**config.mk**
```make
export PLATFORM = sky130hd
export DESIGN_NAME = ostimer_core
export DESIGN_NICKNAME = d
export VERILOG_FILES = /design/src/rtl/ostmr_pkg.sv /design/src/rtl/ostmr_regbus.sv /design/src/rtl/ostmr_timebase.sv /design/src/rtl/ostmr_events.sv /design/src/rtl/ostmr_wdog.sv /design/src/rtl/ostimer_core.sv
export SDC_FILE = /design/constraint.sdc
export NUM_CORES = 1
export LEC_CHECK = 0
export BUFFER_PORTS_ARGS = -buffer_cell sky130_fd_sc_hd__buf_2
export CAP_MARGIN = 20
export CORE_MARGIN = 2
export CORE_UTILIZATION = 61
export DETAILED_ROUTE_END_ITERATION = 16
export PLACE_DENSITY = 0.81
export SYNTH_ARGS = -nofsm -noshare
export SYNTH_HDL_FRONTEND = slang
export SYNTH_SLANG_ARGS = --single-unit
```
**constraint.sdc**
```tcl
create_clock -name clk -period 2 [get_ports clk]
set_input_delay 0.1 -clock clk [delete_from_list [all_inputs] [get_ports clk]]
set_output_delay 0.1 -clock clk [all_outputs]
set_load 0.02 [all_outputs]
```
**src/rtl/ostmr_pkg.sv**
```systemverilog
package ostmr_pkg;

  typedef enum logic [2:0] {
    RK_MATCH,
    RK_COUNT,
    RK_ENABLE,
    RK_STATUS,
    RK_WDOG,
    RK_NONE
  } reg_kind_e;

  // Map a word index onto the register kind; compare slots come first.
  function automatic reg_kind_e classify(input int unsigned idx,
                                         input int unsigned nbase);
    if (idx < nbase)          return RK_MATCH;
    else if (idx == nbase)     return RK_COUNT;
    else if (idx == nbase + 1) return RK_ENABLE;
    else if (idx == nbase + 2) return RK_STATUS;
    else if (idx == nbase + 3) return RK_WDOG;
    else                       return RK_NONE;
  endfunction

endpackage

```
**src/rtl/ostmr_regbus.sv**
```systemverilog
module ostmr_regbus
  import ostmr_pkg::*;
#(
  parameter int DATA_W   = 32,
  parameter int ADDR_W   = 4,
  parameter int NUM_BASE = 4,
  parameter int NUM_EV   = 12
) (
  input  logic                         clk,
  input  logic                         rst_n,
  input  logic                         sel,
  input  logic                         wr,
  input  logic [ADDR_W-1:0]            addr,
  input  logic [NUM_BASE*DATA_W-1:0]   match_flat,
  input  logic [DATA_W-1:0]            count,
  input  logic [NUM_EV-1:0]            enable,
  input  logic [NUM_EV-1:0]            status,
  input  logic                         armed,
  output logic [NUM_BASE-1:0]          match_wr,
  output logic                         cnt_ld,
  output logic                         en_wr,
  output logic                         st_wr,
  output logic                         wd_wr,
  output logic [DATA_W-1:0]            rdata,
  output logic                         err
);

  reg_kind_e   kind;
  int unsigned idx;
  logic        wr_go;

  always_comb begin
    idx   = int'(addr);
    kind  = classify(idx, NUM_BASE);
    wr_go = sel && wr && (kind != RK_NONE);
    err   = sel && (kind == RK_NONE);
  end

  always_comb begin
    for (int i = 0; i < NUM_BASE; i++)
      match_wr[i] = wr_go && (kind == RK_MATCH) && (idx == i);
    cnt_ld = wr_go && (kind == RK_COUNT);
    en_wr  = wr_go && (kind == RK_ENABLE);
    st_wr  = wr_go && (kind == RK_STATUS);
    wd_wr  = wr_go && (kind == RK_WDOG);
  end

  always_comb begin
    rdata = '0;
    unique case (kind)
      RK_MATCH: begin
        for (int i = 0; i < NUM_BASE; i++)
          if (idx == i) rdata = match_flat[i*DATA_W +: DATA_W];
      end
      RK_COUNT:  rdata = count;
      RK_ENABLE: rdata[NUM_EV-1:0] = enable;
      RK_STATUS: rdata[NUM_EV-1:0] = status;
      RK_WDOG:   rdata[0] = armed;
      default:   rdata = '0;
    endcase
  end

  // an unimplemented index never reaches a write strobe
  a_r11_err_blocks_write: assert property (@(posedge clk) disable iff (!rst_n)
    err |-> !((|match_wr) || cnt_ld || en_wr || st_wr || wd_wr));

endmodule

```
**src/rtl/ostmr_timebase.sv**
```systemverilog
module ostmr_timebase #(
  parameter int DATA_W   = 32,
  parameter int NUM_BASE = 4
) (
  input  logic                       clk,
  input  logic                       rst_n,
  input  logic                       cnt_ld,
  input  logic [NUM_BASE-1:0]        match_wr,
  input  logic [DATA_W-1:0]          wdata,
  output logic [DATA_W-1:0]          count,
  output logic [NUM_BASE*DATA_W-1:0] match_flat,
  output logic [NUM_BASE-1:0]        hit
);

  localparam logic [DATA_W-1:0] MATCH_RST = '1;

  function automatic logic [DATA_W-1:0] next_count(input logic [DATA_W-1:0] c);
    return c + DATA_W'(1);
  endfunction

  always_ff @(posedge clk or negedge rst_n) begin
    if (!rst_n)      count <= '0;
    else if (cnt_ld) count <= wdata;
    else             count <= next_count(count);
  end

  for (genvar g = 0; g < NUM_BASE; g++) begin : g_cmp
    logic [DATA_W-1:0] value_q;
    always_ff @(posedge clk or negedge rst_n) begin
      if (!rst_n)           value_q <= MATCH_RST;
      else if (match_wr[g]) value_q <= wdata;
    end
    assign match_flat[g*DATA_W +: DATA_W] = value_q;
    assign hit[g] = (count == value_q);
  end

  // free counting advances by one
  a_r2_step: assert property (@(posedge clk) disable iff (!rst_n)
    !cnt_ld |=> (count == $past(count) + DATA_W'(1)));
  // a load lands unchanged
  a_r3_load: assert property (@(posedge clk) disable iff (!rst_n)
    cnt_ld |=> (count == $past(wdata)));

endmodule

```
**src/rtl/ostmr_events.sv**
```systemverilog
module ostmr_events #(
  parameter int NUM_BASE = 4,
  parameter int NUM_EXT  = 8,
  parameter int NUM_EV   = NUM_BASE + NUM_EXT
) (
  input  logic                clk,
  input  logic                rst_n,
  input  logic [NUM_BASE-1:0] hit,
  input  logic [NUM_EXT-1:0]  ext_match,
  input  logic                en_wr,
  input  logic                st_wr,
  input  logic [NUM_EV-1:0]   wdata_ev,
  output logic [NUM_EV-1:0]   enable,
  output logic [NUM_EV-1:0]   status,
  output logic [NUM_EV-1:0]   set_vec,
  output logic [NUM_BASE-1:0] irq_base,
  output logic                irq_ext
);

  // Only bits both written and pending are removed; new events win.
  function automatic logic [NUM_EV-1:0] w1c_next(input logic [NUM_EV-1:0] cur,
                                                 input logic [NUM_EV-1:0] wv,
                                                 input logic              do_wr,
                                                 input logic [NUM_EV-1:0] set);
    logic [NUM_EV-1:0] drop;
    drop = do_wr ? (wv & cur) : '0;
    return (cur & ~drop) | set;
  endfunction

  logic [NUM_EXT-1:0] ext_active;

  assign set_vec = {ext_match, hit};

  always_ff @(posedge clk or negedge rst_n) begin
    if (!rst_n)     enable <= '0;
    else if (en_wr) enable <= wdata_ev;
  end

  always_ff @(posedge clk or negedge rst_n) begin
    if (!rst_n) status <= '0;
    else        status <= w1c_next(status, wdata_ev, st_wr, set_vec);
  end

  assign irq_base   = status[NUM_BASE-1:0] & enable[NUM_BASE-1:0];
  assign ext_active = status[NUM_EV-1:NUM_BASE] & enable[NUM_EV-1:NUM_BASE];
  assign irq_ext    = |ext_active;

  // every event reaches its status bit
  a_r4_set_lands: assert property (@(posedge clk) disable iff (!rst_n)
    (|set_vec) |=> ((status & $past(set_vec)) == $past(set_vec)));
  // written-and-unset bits are gone after a status write
  a_r6_clears: assert property (@(posedge clk) disable iff (!rst_n)
    st_wr |=> ((status & $past(wdata_ev & ~set_vec)) == '0));
  // without an event no status bit rises
  a_r6_no_spurious: assert property (@(posedge clk) disable iff (!rst_n)
    !(|set_vec) |=> ((status & ~$past(status)) == '0));
  // the combined line only falls after a status or enable write
  a_r8_ext_drop: assert property (@(posedge clk) disable iff (!rst_n)
    $fell(irq_ext) |-> ($past(st_wr) || $past(en_wr)));

endmodule

```
**src/rtl/ostmr_wdog.sv**
```systemverilog
module ostmr_wdog (
  input  logic clk,
  input  logic rst_n,
  input  logic wd_wr,
  input  logic wd_bit,
  input  logic trip_hit,
  output logic armed,
  output logic reset_req
);

  logic fired;
  logic trip;

  assign trip = armed && trip_hit && !fired;

  always_ff @(posedge clk or negedge rst_n) begin
    if (!rst_n) begin
      armed     <= 1'b0;
      fired     <= 1'b0;
      reset_req <= 1'b0;
    end else begin
      if (wd_wr && wd_bit) armed <= 1'b1;
      if (trip)            fired <= 1'b1;
      reset_req <= trip;
    end
  end

  // single-cycle pulse
  a_r10_single: assert property (@(posedge clk) disable iff (!rst_n)
    reset_req |=> !reset_req);
  // arming cannot be undone
  a_r10_sticky: assert property (@(posedge clk) disable iff (!rst_n)
    armed |=> armed);
  // a pulse needs an armed match one cycle earlier
  a_r10_cause: assert property (@(posedge clk) disable iff (!rst_n)
    reset_req |-> ($past(armed) && $past(trip_hit)));

endmodule

```
**src/rtl/ostimer_core.sv**
```systemverilog
module ostimer_core #(
  parameter int DATA_W   = 32,
  parameter int ADDR_W   = 4,
  parameter int NUM_BASE = 4,
  parameter int NUM_EXT  = 8
) (
  input  logic                clk,
  input  logic                rst_n,
  input  logic                bus_sel,
  input  logic                bus_wr,
  input  logic [ADDR_W-1:0]   bus_addr,
  input  logic [DATA_W-1:0]   bus_wdata,
  output logic [DATA_W-1:0]   bus_rdata,
  output logic                bus_err,
  input  logic [NUM_EXT-1:0]  ext_match,
  output logic [NUM_BASE-1:0] irq_base,
  output logic                irq_ext,
  output logic                reset_req
);

  localparam int NUM_EV  = NUM_BASE + NUM_EXT;
  localparam int WDOG_CH = NUM_BASE - 1;

  logic [NUM_BASE*DATA_W-1:0] match_flat;
  logic [DATA_W-1:0]          count;
  logic [NUM_EV-1:0]          enable;
  logic [NUM_EV-1:0]          status;
  logic [NUM_EV-1:0]          set_vec;
  logic [NUM_BASE-1:0]        match_wr;
  logic [NUM_BASE-1:0]        hit;
  logic                       cnt_ld, en_wr, st_wr, wd_wr, armed;

  ostmr_regbus #(
    .DATA_W(DATA_W), .ADDR_W(ADDR_W), .NUM_BASE(NUM_BASE), .NUM_EV(NUM_EV)
  ) u_bus (
    .clk(clk), .rst_n(rst_n), .sel(bus_sel), .wr(bus_wr), .addr(bus_addr),
    .match_flat(match_flat), .count(count), .enable(enable), .status(status),
    .armed(armed), .match_wr(match_wr), .cnt_ld(cnt_ld), .en_wr(en_wr),
    .st_wr(st_wr), .wd_wr(wd_wr), .rdata(bus_rdata), .err(bus_err)
  );

  ostmr_timebase #(.DATA_W(DATA_W), .NUM_BASE(NUM_BASE)) u_time (
    .clk(clk), .rst_n(rst_n), .cnt_ld(cnt_ld), .match_wr(match_wr),
    .wdata(bus_wdata), .count(count), .match_flat(match_flat), .hit(hit)
  );

  ostmr_events #(.NUM_BASE(NUM_BASE), .NUM_EXT(NUM_EXT), .NUM_EV(NUM_EV)) u_ev (
    .clk(clk), .rst_n(rst_n), .hit(hit), .ext_match(ext_match),
    .en_wr(en_wr), .st_wr(st_wr), .wdata_ev(bus_wdata[NUM_EV-1:0]),
    .enable(enable), .status(status), .set_vec(set_vec),
    .irq_base(irq_base), .irq_ext(irq_ext)
  );

  ostmr_wdog u_wd (
    .clk(clk), .rst_n(rst_n), .wd_wr(wd_wr), .wd_bit(bus_wdata[0]),
    .trip_hit(hit[WDOG_CH]), .armed(armed), .reset_req(reset_req)
  );

  // a base line never fires without its enable
  a_r7_gated: assert property (@(posedge clk) disable iff (!rst_n)
    ((irq_base & ~enable[NUM_BASE-1:0]) == '0));

endmodule

```
==> flow_metrics.py <==
metrics = {
    "critical_path": {
        "worstSetupEndpointType": "output pin",
        "crit_type": "reg -> out",
        "required_ns": 1.90,
        "cp-startpoint": "u_time.count[7]",
        "reg2regPathDepth": 5,
        "r2r-end": "u_wd.reset_req",
        "worstPathMaxFanout": 5,
        "r2r_setup_slack_ns": 0.05,
        "r2r_start": "u_time.g_cmp[3].value_q[8]",
        "arrival_ns": 1.89,
        "startpoint_type": "register",
    },
    "place": {
        "pre_cts_ws_ns": -0.00988,
        "dpl.hpwl_um": 21200,
        "io_buffers": 86,
        "placed_cells": 1202,
        "gp_congestion": 0.979,
    },
    "cells_and_area": {
        "n_fill_cell": 1161,
        "syn_to_final_growth_pct": 18.0,
        "final_core_util": 0.737,
        "instances_no_fill": 1273,
        "nNetsFinal": 1084,
        "num_antenna_cells": 0,
        "drive_gt1_frac": 0.477,
    },
    "route": {
        "vias": 8068,
        "avgRoutedWirePerCell_um": 23.6,
        "wl_met2_um": 14400,
        "wirelength_met1_um": 12100,
        "topRoutingLayerUsed": "met4",
        "drt_first_pass_iters": 5,
        "wl_met3_um": 2390,
        "wirelength_um": 30100,
        "antenna_left": 0,
        "drc": 0,
        "drt-initial-drc-count": 740,
        "vias_per_cell": 6.34,
    },
    "synthesis": {
        "ys_types": 43,
        "synthesis.nets": 944,
        "ys_ff_latch": 187,
        "postSynthCellCount": 895,
        "synth_area_per_cell_um2": 12.1,
        "yosys_warnings": 0,
        "syn_area_um2": 10800,
        "synth_top_area_frac": 0.311,
        "synth_common_cells": "mux2_2 (141), dfstp_2 (128), xnor2_1 (122)",
        "yosysMostFrequentCell": "mux2_2",
        "yosysTopAreaCell": "dfstp_2",
        "synth_flop_cell": "dfstp_2",
        "synthArstFlopShare": 1.00,
        "yosysSeqAreaShare": 0.448,
        "yosys-top-cells-area": "dfstp_2 (31%), mux2_2 (15%), dfrtp_1 (14%), xnor2_1 (9.9%), mux4_2 (6.0%)",
        "synth_edf_count": 0,
    },
    "timing": {
        "final.setup.tns_ns": 0,
        "fin_crit_sh": 0.994,
        "setup_viol": 0,
        "finClkSkew_ns": 0.0145,
        "holdWs_ns": 0.00526,
        "drv_slew": 0,
        "max_freq_mhz": 503,
        "finalHoldViolations": 0,
        "fin_ws_ns": 0.0128,
        "min_period_ns": 1.99,
        "slew_headroom": 0.601,
        "worst_pin_slew_ns": 0.598,
    },
    "power_and_ir_drop": {
        "pwr-share-comb": 0.344,
        "pwr-share-clk": 0.242,
        "ir_worst_vdd_uv": 895,
        "power_density_nw_per_um2": 1120,
        "p_seq_frac": 0.414,
        "p_sw_frac": 0.345,
        "internal_power_mw": 9.34,
        "p_leak_nw": 5.05,
        "p_sw_mw": 4.93,
    },
    "cts": {
        "cts_tree": "yes",
        "clk_pin_slew_ns": 0.08,
        "cts_buffer_depth": 2,
        "cts.sinks": 187,
        "clock_latency_ns": 0.45,
        "cts_htree_levels": 4,
        "cts_setup_buffers": 0,
        "clock-root-buffer": "clkbuf_16",
        "cts_buffers": 17,
    },
    "hold_path": {
        "hold_depth": 3,
        "hold_class": "in -> reg",
        "min_from": "bus_wdata[9]",
        "min_to": "u_ev.status[9]",
    },
    "global_routing": {
        "grt_pass1_wl_um": 46600,
        "grt-ovfl-total": 0,
        "antenna_found_initial": 0,
        "grt_use_total": 0.338,
        "grt_pass1_vias": 8088,
        "grt_start_max_net_pins": 59,
    },
    "outcome": {
        "outcome": "completed",
    },
    "floorplan": {
        "ios": 87,
        "num_rows": 48,
        "die_w_um": 137,
        "core-area_um2": 17300,
        "dieArea_um2": 18800,
        "start_util": 0.624,
        "dieHeight_um": 137,
    },
    "job": {
        "max_cap_violations": 0,
    },
}
cells in the final DEF, fill, tap and decap left out, types with 3 or more instances in the layout:
master	count
a21oi_1	42
nand4_1	34
o21ai_0	5
dfstp_2	128
a211oi_1	7
mux2i_1	11
a221oi_1	3
nor3_1	4
nor4_1	13
clkbuf_1	4
nor3b_1	4
dfrtp_1	58
mux2_2	141
buf_12	11
nor3_2	3
nand3_1	8
nand2_1	27
buf_2	85
xnor2_1	122
clkbuf_16	17
nor2_1	61
dlygate4sd3_1	39
xor2_1	36
and3_1	3
clkbuf_8	3
inv_1	5
nor4_4	3
a22o_1	23
a22oi_1	8
buf_4	59
and2_1	7
nor2b_1	4
inv_6	3
mux4_2	29
a21o_1	9
what timing repair did:
action	CTS	global route
hold endpoints to repair	132	0
hold buffers	39	0
pin swaps	0	1
setup endpoints to repair	1	4
gates resized for setup	1	3
layout make-up:
class	count	area, um^2	share of cell area
tap	225	282	0.0221
inverter	5	18.8	0.00147
clock buffer	24	482	0.0378
multi-input combinational	629	5520	0.433
clock inverter	8	108	0.00844
timing repair buffer	195	1490	0.117
sequential	187	4840	0.380
per-stage QoR:
stage,instance area (um^2),power (mW)
floorplan,10800,9.13
global route,12700,14.9
detailed placement,11700,10.6
global placement,11700,10.5
finish,12700,14.3
CTS,12700,14.2
how the worst max path moves through the flow:
stage               slack (ns)             end  depth (start not counted)
floorplan                 0.28  u_wd.reset_req                          6
detailed placement       -0.01  u_wd.reset_req                          6
CTS                       0.04    bus_rdata[7]                          6
global route             -0.04    bus_rdata[7]                          6
finish                    0.01    bus_rdata[7]                          6
global placement          0.05  u_wd.reset_req                          6
per-layer routing:
layer | vias up | track usage
li1 | 3487 | -
met3 | 90 | 0.0711
met4 | 0 | 0.134
met2 | 392 | 0.535
met1 | 4099 | 0.457
met5 | - | 0
worst max-delay path, stage by stage, from the launching register on:
cell	delay [ns]
dfrtp_1	0.46
buf_4	0.19
mux2i_1	0.07
nor2_1	0.11
a21oi_1	0.07
a211oi_2	0.33
buf_2	0.23
power groups by stage:
stage,clock (mW),sequential [mW],combinational [mW]
detailed placement,0,5.93,4.71
global placement,0,5.87,4.62
global route,3.63,6.02,5.21
floorplan,0,5.44,3.69
CTS,3.49,5.88,4.84
finish,3.46,5.90,4.91
sequential cells by signal (all words and copies together) (netlist names):
name and count:
u_ev.status 12, u_wd.reset_req 1, u_wd.armed 1, u_ev.enable 12, u_wd.fired 1, u_time.count 32, u_time.g_cmp.value_q 128
cell families after synthesis:
logic type,Yosys count,synth area share
fa+ha+maj,1,0.00116
flops,187,0.448
mux,182,0.219
xor+xnor,158,0.128
simple gates,189,0.0987
compound gates,99,0.0612
buf+inv,79,0.0440
Power figures use the tool's default switching activity.
